$ cat src/rtl/rxd_pkg.sv
package rxd_pkg;

   typedef enum logic [2:0] {
      ST_IDLE,
      ST_FETCH,
      ST_LOOK,
      ST_DATA,
      ST_WB,
      ST_DROP
   } rxd_state_e;

   // status byte bit positions (decoded by the host)
   localparam int unsigned SB_OWN  = 7;
   localparam int unsigned SB_ERR  = 6;
   localparam int unsigned SB_FRAM = 5;
   localparam int unsigned SB_OFLO = 4;
   localparam int unsigned SB_CRC  = 3;
   localparam int unsigned SB_HBUF = 2;
   localparam int unsigned SB_STP  = 1;
   localparam int unsigned SB_ENP  = 0;

endpackage

$ cat src/rtl/rxd_desc_decode.sv
module rxd_desc_decode #(
   parameter int LADR_W    = 16,
   parameter int HADR_USED = 4,
   parameter int CNT_W     = 15,
   localparam int HADR_W   = 8,
   localparam int ADDR_W   = LADR_W + HADR_USED,
   localparam int DESC_W   = LADR_W + HADR_W + 8 + 2 * (CNT_W + 1)
) (
   input  logic [DESC_W-1:0] desc,
   output logic              own,
   output logic              bad_hi,
   output logic [ADDR_W-1:0] base,
   output logic [CNT_W:0]    size,
   output logic              irq_en
);
   import rxd_pkg::*;

   localparam int HADR_LO = LADR_W;
   localparam int STAT_LO = LADR_W + HADR_W;
   localparam int BCNT_LO = STAT_LO + 8;
   localparam int MCNT_LO = BCNT_LO + CNT_W + 1;

   logic [LADR_W-1:0] f_ladr;
   logic [HADR_W-1:0] f_hadr;
   logic [7:0]        f_stat;
   logic [CNT_W:0]    f_bcnt;
   logic              unused_fields;

   assign f_ladr = desc[LADR_W-1:0];
   assign f_hadr = desc[HADR_LO +: HADR_W];
   assign f_stat = desc[STAT_LO +: 8];
   assign f_bcnt = desc[BCNT_LO +: CNT_W + 1];

   assign own    = f_stat[SB_OWN];
   assign bad_hi = |f_hadr[HADR_W-1:HADR_USED];
   assign base   = {f_hadr[HADR_USED-1:0], f_ladr};
   // two's complement size; zero encodes the full 2^CNT_W
   assign size   = {1'b1, {CNT_W{1'b0}}} - {1'b0, f_bcnt[CNT_W-1:0]};
   assign irq_en = f_bcnt[CNT_W];

   assign unused_fields = ^{f_stat[SB_OWN-1:0], desc[DESC_W-1:MCNT_LO]};

endmodule

$ cat src/rtl/rxd_ring_state.sv
module rxd_ring_state #(
   parameter int NUM_PORTS  = 4,
   parameter int RING_DEPTH = 8,
   localparam int PORT_W    = $clog2(NUM_PORTS),
   localparam int IDX_W     = $clog2(RING_DEPTH)
) (
   input  logic              clk,
   input  logic              rst_n,
   input  logic [PORT_W-1:0] sel_port,
   input  logic              adv,
   input  logic              set_oflo,
   input  logic              clr_oflo,
   output logic [IDX_W-1:0]  cur_idx,
   output logic              cur_pend
);

   logic [IDX_W-1:0] idx_all  [NUM_PORTS];
   logic             pend_all [NUM_PORTS];

   for (genvar p = 0; p < NUM_PORTS; p++) begin : g_port
      logic [IDX_W-1:0] idx_r;
      logic             pend_r;
      logic             hit;

      assign hit = (sel_port == PORT_W'(p));

      always_ff @(posedge clk or negedge rst_n) begin
         if (!rst_n) begin
            idx_r  <= '0;
            pend_r <= 1'b0;
         end else if (hit) begin
            if (adv)           idx_r  <= idx_r + 1'b1;
            if (set_oflo)      pend_r <= 1'b1;
            else if (clr_oflo) pend_r <= 1'b0;
         end
      end

      assign idx_all[p]  = idx_r;
      assign pend_all[p] = pend_r;
   end

   assign cur_idx  = idx_all[sel_port];
   assign cur_pend = pend_all[sel_port];

endmodule

$ cat src/rtl/rxd_ring_writer.sv
module rxd_ring_writer #(
   parameter int NUM_PORTS  = 4,
   parameter int RING_DEPTH = 8,
   parameter int LADR_W     = 16,
   parameter int HADR_USED  = 4,
   parameter int CNT_W      = 15,
   localparam int PORT_W    = $clog2(NUM_PORTS),
   localparam int IDX_W     = $clog2(RING_DEPTH),
   localparam int DADDR_W   = PORT_W + IDX_W,
   localparam int ADDR_W    = LADR_W + HADR_USED,
   localparam int DESC_W    = LADR_W + 16 + 2 * (CNT_W + 1)
) (
   input  logic               clk,
   input  logic               rst_n,
   input  logic               rx_valid,
   output logic               rx_ready,
   input  logic [PORT_W-1:0]  rx_port,
   input  logic [7:0]         rx_data,
   input  logic               rx_last,
   input  logic               rx_fram_err,
   input  logic               rx_crc_err,
   output logic               desc_rd_en,
   output logic [DADDR_W-1:0] desc_rd_addr,
   input  logic [DESC_W-1:0]  desc_rd_data,
   output logic               desc_wr_en,
   output logic [DADDR_W-1:0] desc_wr_addr,
   output logic [7:0]         desc_wr_status,
   output logic [CNT_W-1:0]   desc_wr_mcnt,
   output logic               buf_we,
   output logic [ADDR_W-1:0]  buf_addr,
   output logic [7:0]         buf_wdata,
   output logic               evt_valid,
   output logic [PORT_W-1:0]  evt_port,
   output logic [IDX_W-1:0]   evt_slot
);
   import rxd_pkg::*;

   // elaboration-time parameter checks
   if (RING_DEPTH < 2 || (RING_DEPTH & (RING_DEPTH - 1)) != 0) begin : g_bad_depth
      $error("RING_DEPTH must be a power of two, at least 2");
   end
   if (NUM_PORTS < 2 || (NUM_PORTS & (NUM_PORTS - 1)) != 0) begin : g_bad_ports
      $error("NUM_PORTS must be a power of two, at least 2");
   end
   if (HADR_USED < 1 || HADR_USED > 8) begin : g_bad_hadr
      $error("HADR_USED must lie in 1..8");
   end
   if (CNT_W < 2 || CNT_W > 15) begin : g_bad_cnt
      $error("CNT_W must lie in 2..15");
   end

   rxd_state_e        state_q;
   logic [PORT_W-1:0] port_q;
   logic [ADDR_W-1:0] base_q;
   logic [CNT_W:0]    size_q;
   logic [CNT_W:0]    bcnt_q;
   logic [CNT_W-1:0]  flen_q;
   logic              first_q, irq_q, last_q, fram_q, crc_q, hbuf_q;

   logic              d_own, d_bad, d_irq;
   logic [ADDR_W-1:0] d_base;
   logic [CNT_W:0]    d_size;
   logic [IDX_W-1:0]  cur_idx;
   logic              cur_pend;
   logic              wb, stp_w, oflo_w, set_oflo, clr_oflo;
   logic [CNT_W:0]    bcnt_next;

   rxd_desc_decode #(
      .LADR_W   (LADR_W),
      .HADR_USED(HADR_USED),
      .CNT_W    (CNT_W)
   ) u_decode (
      .desc  (desc_rd_data),
      .own   (d_own),
      .bad_hi(d_bad),
      .base  (d_base),
      .size  (d_size),
      .irq_en(d_irq)
   );

   rxd_ring_state #(
      .NUM_PORTS (NUM_PORTS),
      .RING_DEPTH(RING_DEPTH)
   ) u_ring (
      .clk     (clk),
      .rst_n   (rst_n),
      .sel_port(port_q),
      .adv     (wb),
      .set_oflo(set_oflo),
      .clr_oflo(clr_oflo),
      .cur_idx (cur_idx),
      .cur_pend(cur_pend)
   );

   assign wb        = (state_q == ST_WB);
   assign stp_w     = first_q & ~hbuf_q;
   assign oflo_w    = stp_w & cur_pend;
   assign set_oflo  = (state_q == ST_LOOK) & ~d_own;
   assign clr_oflo  = wb & stp_w;
   assign bcnt_next = bcnt_q + 1'b1;

   assign rx_ready     = (state_q == ST_DATA) || (state_q == ST_DROP);
   assign desc_rd_en   = (state_q == ST_FETCH);
   assign desc_rd_addr = {port_q, cur_idx};
   assign desc_wr_en   = wb;
   assign desc_wr_addr = {port_q, cur_idx};
   assign desc_wr_mcnt = hbuf_q ? '0 : flen_q;
   assign buf_we       = (state_q == ST_DATA) & rx_valid;
   assign buf_addr     = base_q + ADDR_W'(bcnt_q);
   assign buf_wdata    = rx_data;
   assign evt_valid    = wb & irq_q;
   assign evt_port     = port_q;
   assign evt_slot     = cur_idx;

   always_comb begin
      desc_wr_status          = '0;
      desc_wr_status[SB_FRAM] = last_q & fram_q;
      desc_wr_status[SB_CRC]  = last_q & crc_q;
      desc_wr_status[SB_OFLO] = oflo_w;
      desc_wr_status[SB_HBUF] = hbuf_q;
      desc_wr_status[SB_ERR]  = (last_q & (fram_q | crc_q)) | oflo_w | hbuf_q;
      desc_wr_status[SB_STP]  = stp_w;
      desc_wr_status[SB_ENP]  = last_q & ~hbuf_q;
   end

   always_ff @(posedge clk or negedge rst_n) begin
      if (!rst_n) begin
         state_q <= ST_IDLE;
         port_q  <= '0;
         base_q  <= '0;
         size_q  <= '0;
         bcnt_q  <= '0;
         flen_q  <= '0;
         first_q <= 1'b0;
         irq_q   <= 1'b0;
         last_q  <= 1'b0;
         fram_q  <= 1'b0;
         crc_q   <= 1'b0;
         hbuf_q  <= 1'b0;
      end else begin
         unique case (state_q)
            ST_IDLE: if (rx_valid) begin
               port_q  <= rx_port;
               first_q <= 1'b1;
               flen_q  <= '0;
               last_q  <= 1'b0;
               fram_q  <= 1'b0;
               crc_q   <= 1'b0;
               state_q <= ST_FETCH;
            end
            ST_FETCH: state_q <= ST_LOOK;
            ST_LOOK: begin
               irq_q <= d_irq;
               if (!d_own) begin
                  state_q <= ST_DROP;
               end else if (d_bad) begin
                  hbuf_q  <= 1'b1;
                  state_q <= ST_WB;
               end else begin
                  base_q  <= d_base;
                  size_q  <= d_size;
                  bcnt_q  <= '0;
                  state_q <= ST_DATA;
               end
            end
            ST_DATA: if (rx_valid) begin
               bcnt_q <= bcnt_next;
               flen_q <= flen_q + 1'b1;
               if (rx_last) begin
                  last_q  <= 1'b1;
                  fram_q  <= rx_fram_err;
                  crc_q   <= rx_crc_err;
                  state_q <= ST_WB;
               end else if (bcnt_next == size_q) begin
                  state_q <= ST_WB;
               end
            end
            ST_WB: begin
               if (stp_w) first_q <= 1'b0;
               hbuf_q <= 1'b0;
               if (hbuf_q)      state_q <= ST_FETCH;
               else if (last_q) state_q <= ST_IDLE;
               else             state_q <= ST_FETCH;
            end
            ST_DROP: if (rx_valid && rx_last) state_q <= ST_IDLE;
            default: state_q <= ST_IDLE;
         endcase
      end
   end

   // a byte never lands past the end of the current buffer
   a_r4_within_buffer: assert property (@(posedge clk) disable iff (!rst_n)
      buf_we |-> (bcnt_q < size_q));

   // an unowned descriptor is never followed by a buffer write
   a_r8_no_write_unowned: assert property (@(posedge clk) disable iff (!rst_n)
      (state_q == ST_LOOK && !d_own) |=> !buf_we);

   // events only accompany a write-back
   a_r11_evt_on_wb: assert property (@(posedge clk) disable iff (!rst_n)
      evt_valid |-> desc_wr_en);

   // each fetch request lasts one cycle
   a_r2_fetch_pulse: assert property (@(posedge clk) disable iff (!rst_n)
      desc_rd_en |=> !desc_rd_en);

   // memory writes happen only on an accepted byte
   a_r12_write_on_accept: assert property (@(posedge clk) disable iff (!rst_n)
      buf_we |-> (rx_valid && rx_ready));

endmodule

$ cat config.mk
export PLATFORM = sky130hd
export DESIGN_NAME = rxd_ring_writer
export DESIGN_NICKNAME = d
export VERILOG_FILES = /design/src/rtl/rxd_pkg.sv /design/src/rtl/rxd_desc_decode.sv /design/src/rtl/rxd_ring_state.sv /design/src/rtl/rxd_ring_writer.sv
export SDC_FILE = /design/constraint.sdc
export NUM_CORES = 1
export LEC_CHECK = 0
export BUFFER_PORTS_ARGS = -buffer_cell sky130_fd_sc_hd__buf_2
export CAP_MARGIN = 20
export CORE_ASPECT_RATIO = 1.25
export CORE_MARGIN = 5
export CORE_UTILIZATION = 55
export DETAILED_ROUTE_END_ITERATION = 12
export GPL_ROUTABILITY_DRIVEN = 0
export GPL_TIMING_DRIVEN = 0
export PLACE_DENSITY = 0.82
export SLEW_MARGIN = 20
export SYNTH_ARGS = -nofsm -noshare
export SYNTH_HDL_FRONTEND = slang
export SYNTH_SLANG_ARGS = --single-unit
$ cat constraint.sdc
create_clock -name clk -period 6.4 [get_ports clk]
set_input_delay 0.64 -clock clk [delete_from_list [all_inputs] [get_ports clk]]
set_output_delay 0.64 -clock clk [all_outputs]
set_load 0.03 [all_outputs]
* Word level (Yosys, flattened, before mapping)
Cells that the tools add are included.
** Word-level totals
- Input port bits :: 80
- Word-level logic and storage cells :: 132
- Register bits :: 94
- Output and inout port bits :: 71
** Cells by class
- Equal/unequal tests :: 18
- Add/sub/neg operators :: 8
- Mux-type cells :: 42
- Bitwise gates (word level) :: 17
- Order comparisons :: 1
- Reduce and logical (&&, ||, !) cells :: 26
** Operators by type and width (number)
- $mux 16 :: 3
- $mux 15 :: 3
- $pmux 16 s2 :: 1
- $pmux 15 s2 :: 1
- $mux 3 :: 9
- $add 20x16->20 :: 1
- $pmux 3 s6 :: 1
- $reduce_and 2->1 :: 9
- $mux 1 :: 17
- $add 16x1->16 const B :: 1
- $eq 16x16->1 :: 1
- $sub 16x15->16 const A :: 1
- $add 15x1->15 const B :: 1
- $add 3x1->3 const B :: 4
- $ne 2x2->1 const B :: 6
- $reduce_and 3->1 :: 4
- $reduce_and 4->1 :: 3
- $and 1x1->1 :: 10
- $pmux 1 s2 :: 5
- $reduce_bool 2->1 :: 5
- $bmux 3 s2 :: 1
- $eq 3x2->1 const B :: 2
- $eq 3x3->1 const B :: 2
- $eq 2x2->1 const B :: 2
- other kinds (14) :: 19

* Logic depth before layout (Yosys ltp)
- Word-level depth :: 7
- Gate-level depth with buffers :: 9
- Gate-level depth less buffers :: 9

* By module
Synthesis repeated with hierarchy kept, for this count alone.
** Unflattened totals
- Cells, all modules :: 636
- Area, all modules :: 6289.8 um^2
** By module, submodules not included
- rxd_ring_writer :: times used 1, area an instance 4977.3 um^2, cells an instance 515, sequential area each 1951.9 um^2
- rxd_ring_state :: times used 1, area an instance 840.8 um^2, cells an instance 58, sequential area each 400.4 um^2
- rxd_desc_decode :: times used 1, area an instance 471.7 um^2, cells an instance 63, sequential area each 0.0 um^2

* Worst setup path before layout
No wires, ideal clock.
- Path kind :: flip-flop to output port
- Start point :: register bcnt_q[3]
- End point :: output port buf_addr[19]
- Required time :: 5760 ps
- Stages on the path, launching flop included :: 8
- Path buffers :: 0
- Data arrival time :: 2607 ps
- Path slack :: 3153 ps
- Cell sequence :: dfrtp_1 -> ha_1 -> a21o_1 -> a21oi_1 -> a21oi_1 -> o2111ai_1 -> nand2_1 -> o311ai_0
** Between the ends
- Cells in the longest elaborated chain, start to end :: 1
** RTL lines
- start, declared :: RTL line rxd_ring_writer.sv:56 : logic [CNT_W:0] bcnt_q;
- start signal, assigned :: RTL line rxd_ring_writer.sv:167 : bcnt_q <= bcnt_next;
- $add 20x16->20 :: RTL line rxd_ring_writer.sv:109 : assign buf_addr = base_q + ADDR_W'(bcnt_q);
- end, declared :: RTL line rxd_ring_writer.sv:30 : output logic [ADDR_W-1:0] buf_addr,
No other way between the ends.

* Final worst setup path
- Start point :: register bcnt_q[0]
- End point :: output port buf_addr[18]
Same word-level chain as after synthesis.

==> summary.md <==
| Metric | Value |
|---|---|
| Run status | `complete, no violations` |
| Global-route usage over all layers | `0.226` |
| Die extent in y | `127 um` |
| Fmax | `262 MHz` |
| Fraction of layout cells with a size suffix above 1 | `0.270` |
| Arrival @ worst endpoint | `3.18 ns` |
| Die extent in x | `a little over 100 um` |
| CTS sink cnt | `94` |
| Worst EP required | `5.76 ns` |
| Pre-CTS setup slack | `about 3 ns` |
| CTS tree | `built` |
| Power, Total | `roughly 2.7 mW` |
| FP Rows | `43` |
| Antenna-violating nets left | `0` |
| Clock skew | `0.00845 ns` |
| Worst hold path type | `input pin to async pin` |
| Startpoint Class | `register` |
| Gr ovfl total | `0` |
| DP Area | `6860 sq um` |
| Final WS setup | `~2.6 ns` |
| DRC | `0` |
| Area grow syn2layout | `17.9%` |
| Core area | `11000 sq um` |
| Max clock buf depth | `2` |
| Dominant cells by area after synthesis | `dfrtp_1, mux2_2, xnor2_1` |
| CP Class | `register to output port` |
| P per Cell Area | `~380 nW/um^2` |
| Starting DRT DRC Count | `approximately 400` |
| Clk slew on worst S/H paths | `0.06 ns` |
| Vias in the first global route | `5315` |
| Antenna violations before repair | `0` |
| DRT Wirelength | `14.8 mm` |
| Number of I/O port buffers | `approximately 120` |
| Global-route wire length before repair | `25.1 mm` |
| DR vias | `5272` |
| Post-cts sizing count | `0` |
| CTS Buf Count | `9` |
| Top cell type's share of synthesized area | `0.387` |
| Synth Flop Type | `dfrtp_1` |
| # Post-CTS Setup Buffers | `0` |
| Final setup TNS | `0 ns` |
| Htree depth | `3` |
| Cts-stage hold buffer count | `0` |
| Post-Syn Area per Cell | `9.55 sq um` |
| Cell accounting for the most synthesized area | `dfrtp_1` |
| Initial core utilization | `0.553` |
| Max-Cap Viols | `0` |
| Worst vdd ir | `0.249 mV` |
| Routed WL per cell | `16.3 um` |
| I/O pin cnt | `151` |
| Worst slew pin tran | `~0.77 ns` |
| Syn Std Cell Area | `6070 sq um` |
| Largest net degree at the start of global routing | `62` |
| Latest clock arrival within the worst-skew pair | `0.35 ns` |
| Sequential fraction of the synthesis area | `0.387` |
| Final setup viols | `0` |
| Post-DP HPWL | `11.3 mm` |
| Fin crit share | `0.596` |
| DRT Pass-1 Iters | `5` |
| Final Core Density | `0.652` |
| YS warnings | `0` |
| Gate Count Post-Synth | `636` |
| Period minus WS final | `3.82 ns` |
| Die ar. | `13300 sq um` |
| Synthesized flop and latch total | `94` |
| Most frequent cells in the layout | `buf_2, dfrtp_1, nand2_1` |
| Final instance area | `7160 sq um` |
| Antenna diode count | `0` |
| Syn nets | `740` |
| Crit end category | `output port` |
| Ys async rst share | `1.00` |
| Final hold vios | `0` |
| Netlist cell types | `70` |
| LEAKAGE | `3.56 nW` |
| Crit Path Max Fanout | `8` |
| Final nets | `870` |
| Number of synthesized flops with an enable pin | `0` |
| Root buffer cell | `clkbuf_16` |
| Commonest non-fill, non-tap cell in the layout | `buf_2` |
| Via density | `5.82` |
| Slew HR | `0.482` |
| Pins Over Slew Limit | `0` |
| Unrepaired setup endpoints after global routing | `false` |
-- routing by layer --
metal	routed length [um]	GRT usage	vias up
met5	0	0	-
met4	337	0.0793	0
met3	824	0.0460	29
met2	7820	0.403	170
met1	5820	0.272	2541
li1	-	-	2532
-- state kept, by name, indices dropped and copies added, names as in the netlist --
name and cells:
u_ring.g_port.pend_r 4, last_q 1, irq_q 1, first_q 1, flen_q 15, base_q 20
crc_q 1, evt_port 2, size_q 16, state_q 3, hbuf_q 1, fram_q 1
bcnt_q 16, u_ring.g_port.idx_r 12
-- cell type report --
class / instances / area, sq um
buffer: 50 / 308
multi-input combinational: 480 / 3370
clock buffer: 10 / 229
clock inverter: 6 / 62.6
sequential: 94 / 2350
tap: 135 / 169
timing repair buffer: 119 / 624
inverter: 12 / 45.0
fill: 907 / 3820
-- path summary, 6_finish.rpt --
| check | start | endpoint | slack [ns] | depth (start not counted) |
|---|---|---|---|---|
| min reg2reg | u_ring.g_port[2].idx_r[2] | u_ring.g_port[2].idx_r[2] | 0.47 | 1 |
| min in group clk | u_ring.g_port[2].idx_r[2] | u_ring.g_port[2].idx_r[2] | 0.47 | 1 |
| max reg2reg | bcnt_q[10] | state_q[2] | 3.54 | 8 |
| max in group asynchronous | rst_n | flen_q[7] | 5.62 | 2 |
| min | rst_n | base_q[12] | 0.18 | 1 |
| max | bcnt_q[0] | buf_addr[18] | 2.58 | 10 |
-- where the power goes --
group	leakage [nW]	internal, mW	total (mW)	switching, mW
Clock	0.134	0.302	0.534	0.233
Combinational	2.18	0.499	1.27	0.768
Sequential	1.25	0.750	0.891	0.141
-- logic make-up after synthesis --
kind of cell	after synthesis	synth area share
muxes	32	0.0668
DFF	94	0.387
xor gates and xnor gates	64	0.0923
buffers and inverters	62	0.0581
AOI/OAI and AO/OA	144	0.155
and+or+nand+nor	215	0.189
other	1	0.000618
adders and majority gates	24	0.0507
-- cells in the mapped netlist (2+ instances only) --
master	number
clkbuf_1	22
or3_1	5
mux2_2	28
a31oi_1	6
buf_4	24
or4b_1	2
and3_1	10
a21o_1	9
nor3b_1	3
a2111oi_0	2
o31ai_1	8
nor4_1	9
and4_1	5
o31a_1	3
buf_6	4
a22o_1	4
mux4_2	4
nand3b_1	4
dfrtp_1	94
and2_1	7
o21a_1	4
nand4_2	2
inv_1	11
nand2b_1	9
a21oi_1	26
o41ai_1	6
nor3_1	7
nor2b_1	18
o21ai_0	45
a21o_2	2
a41oi_1	2
xor2_1	29
nand3_1	20
nand2_1	60
o2111ai_1	2
o21bai_1	4
xnor2_1	35
nand4_1	7
o22ai_1	4
ha_1	23
nor2_1	38
-- per-stage QoR --
step           instances  hold slack (ns)
2_1_floorplan        636            0.344
3_3_place_gp         889            0.455
3_5_place_dp         890            0.468
4_1_cts              906            0.188
5_1_grt              906            0.197
6_report             906            0.175
-- critical path, stage by stage, from the launching register on --
cell	delay, ns
dfrtp_1	0.47
ha_1	0.25
fa_1	0.42
a21o_1	0.18
a21oi_1	0.28
o21ai_0	0.25
a31oi_1	0.25
o21bai_1	0.14
a32oi_1	0.21
xnor2_1	0.15
buf_2	0.22
(Power assumes the default switching activity.)
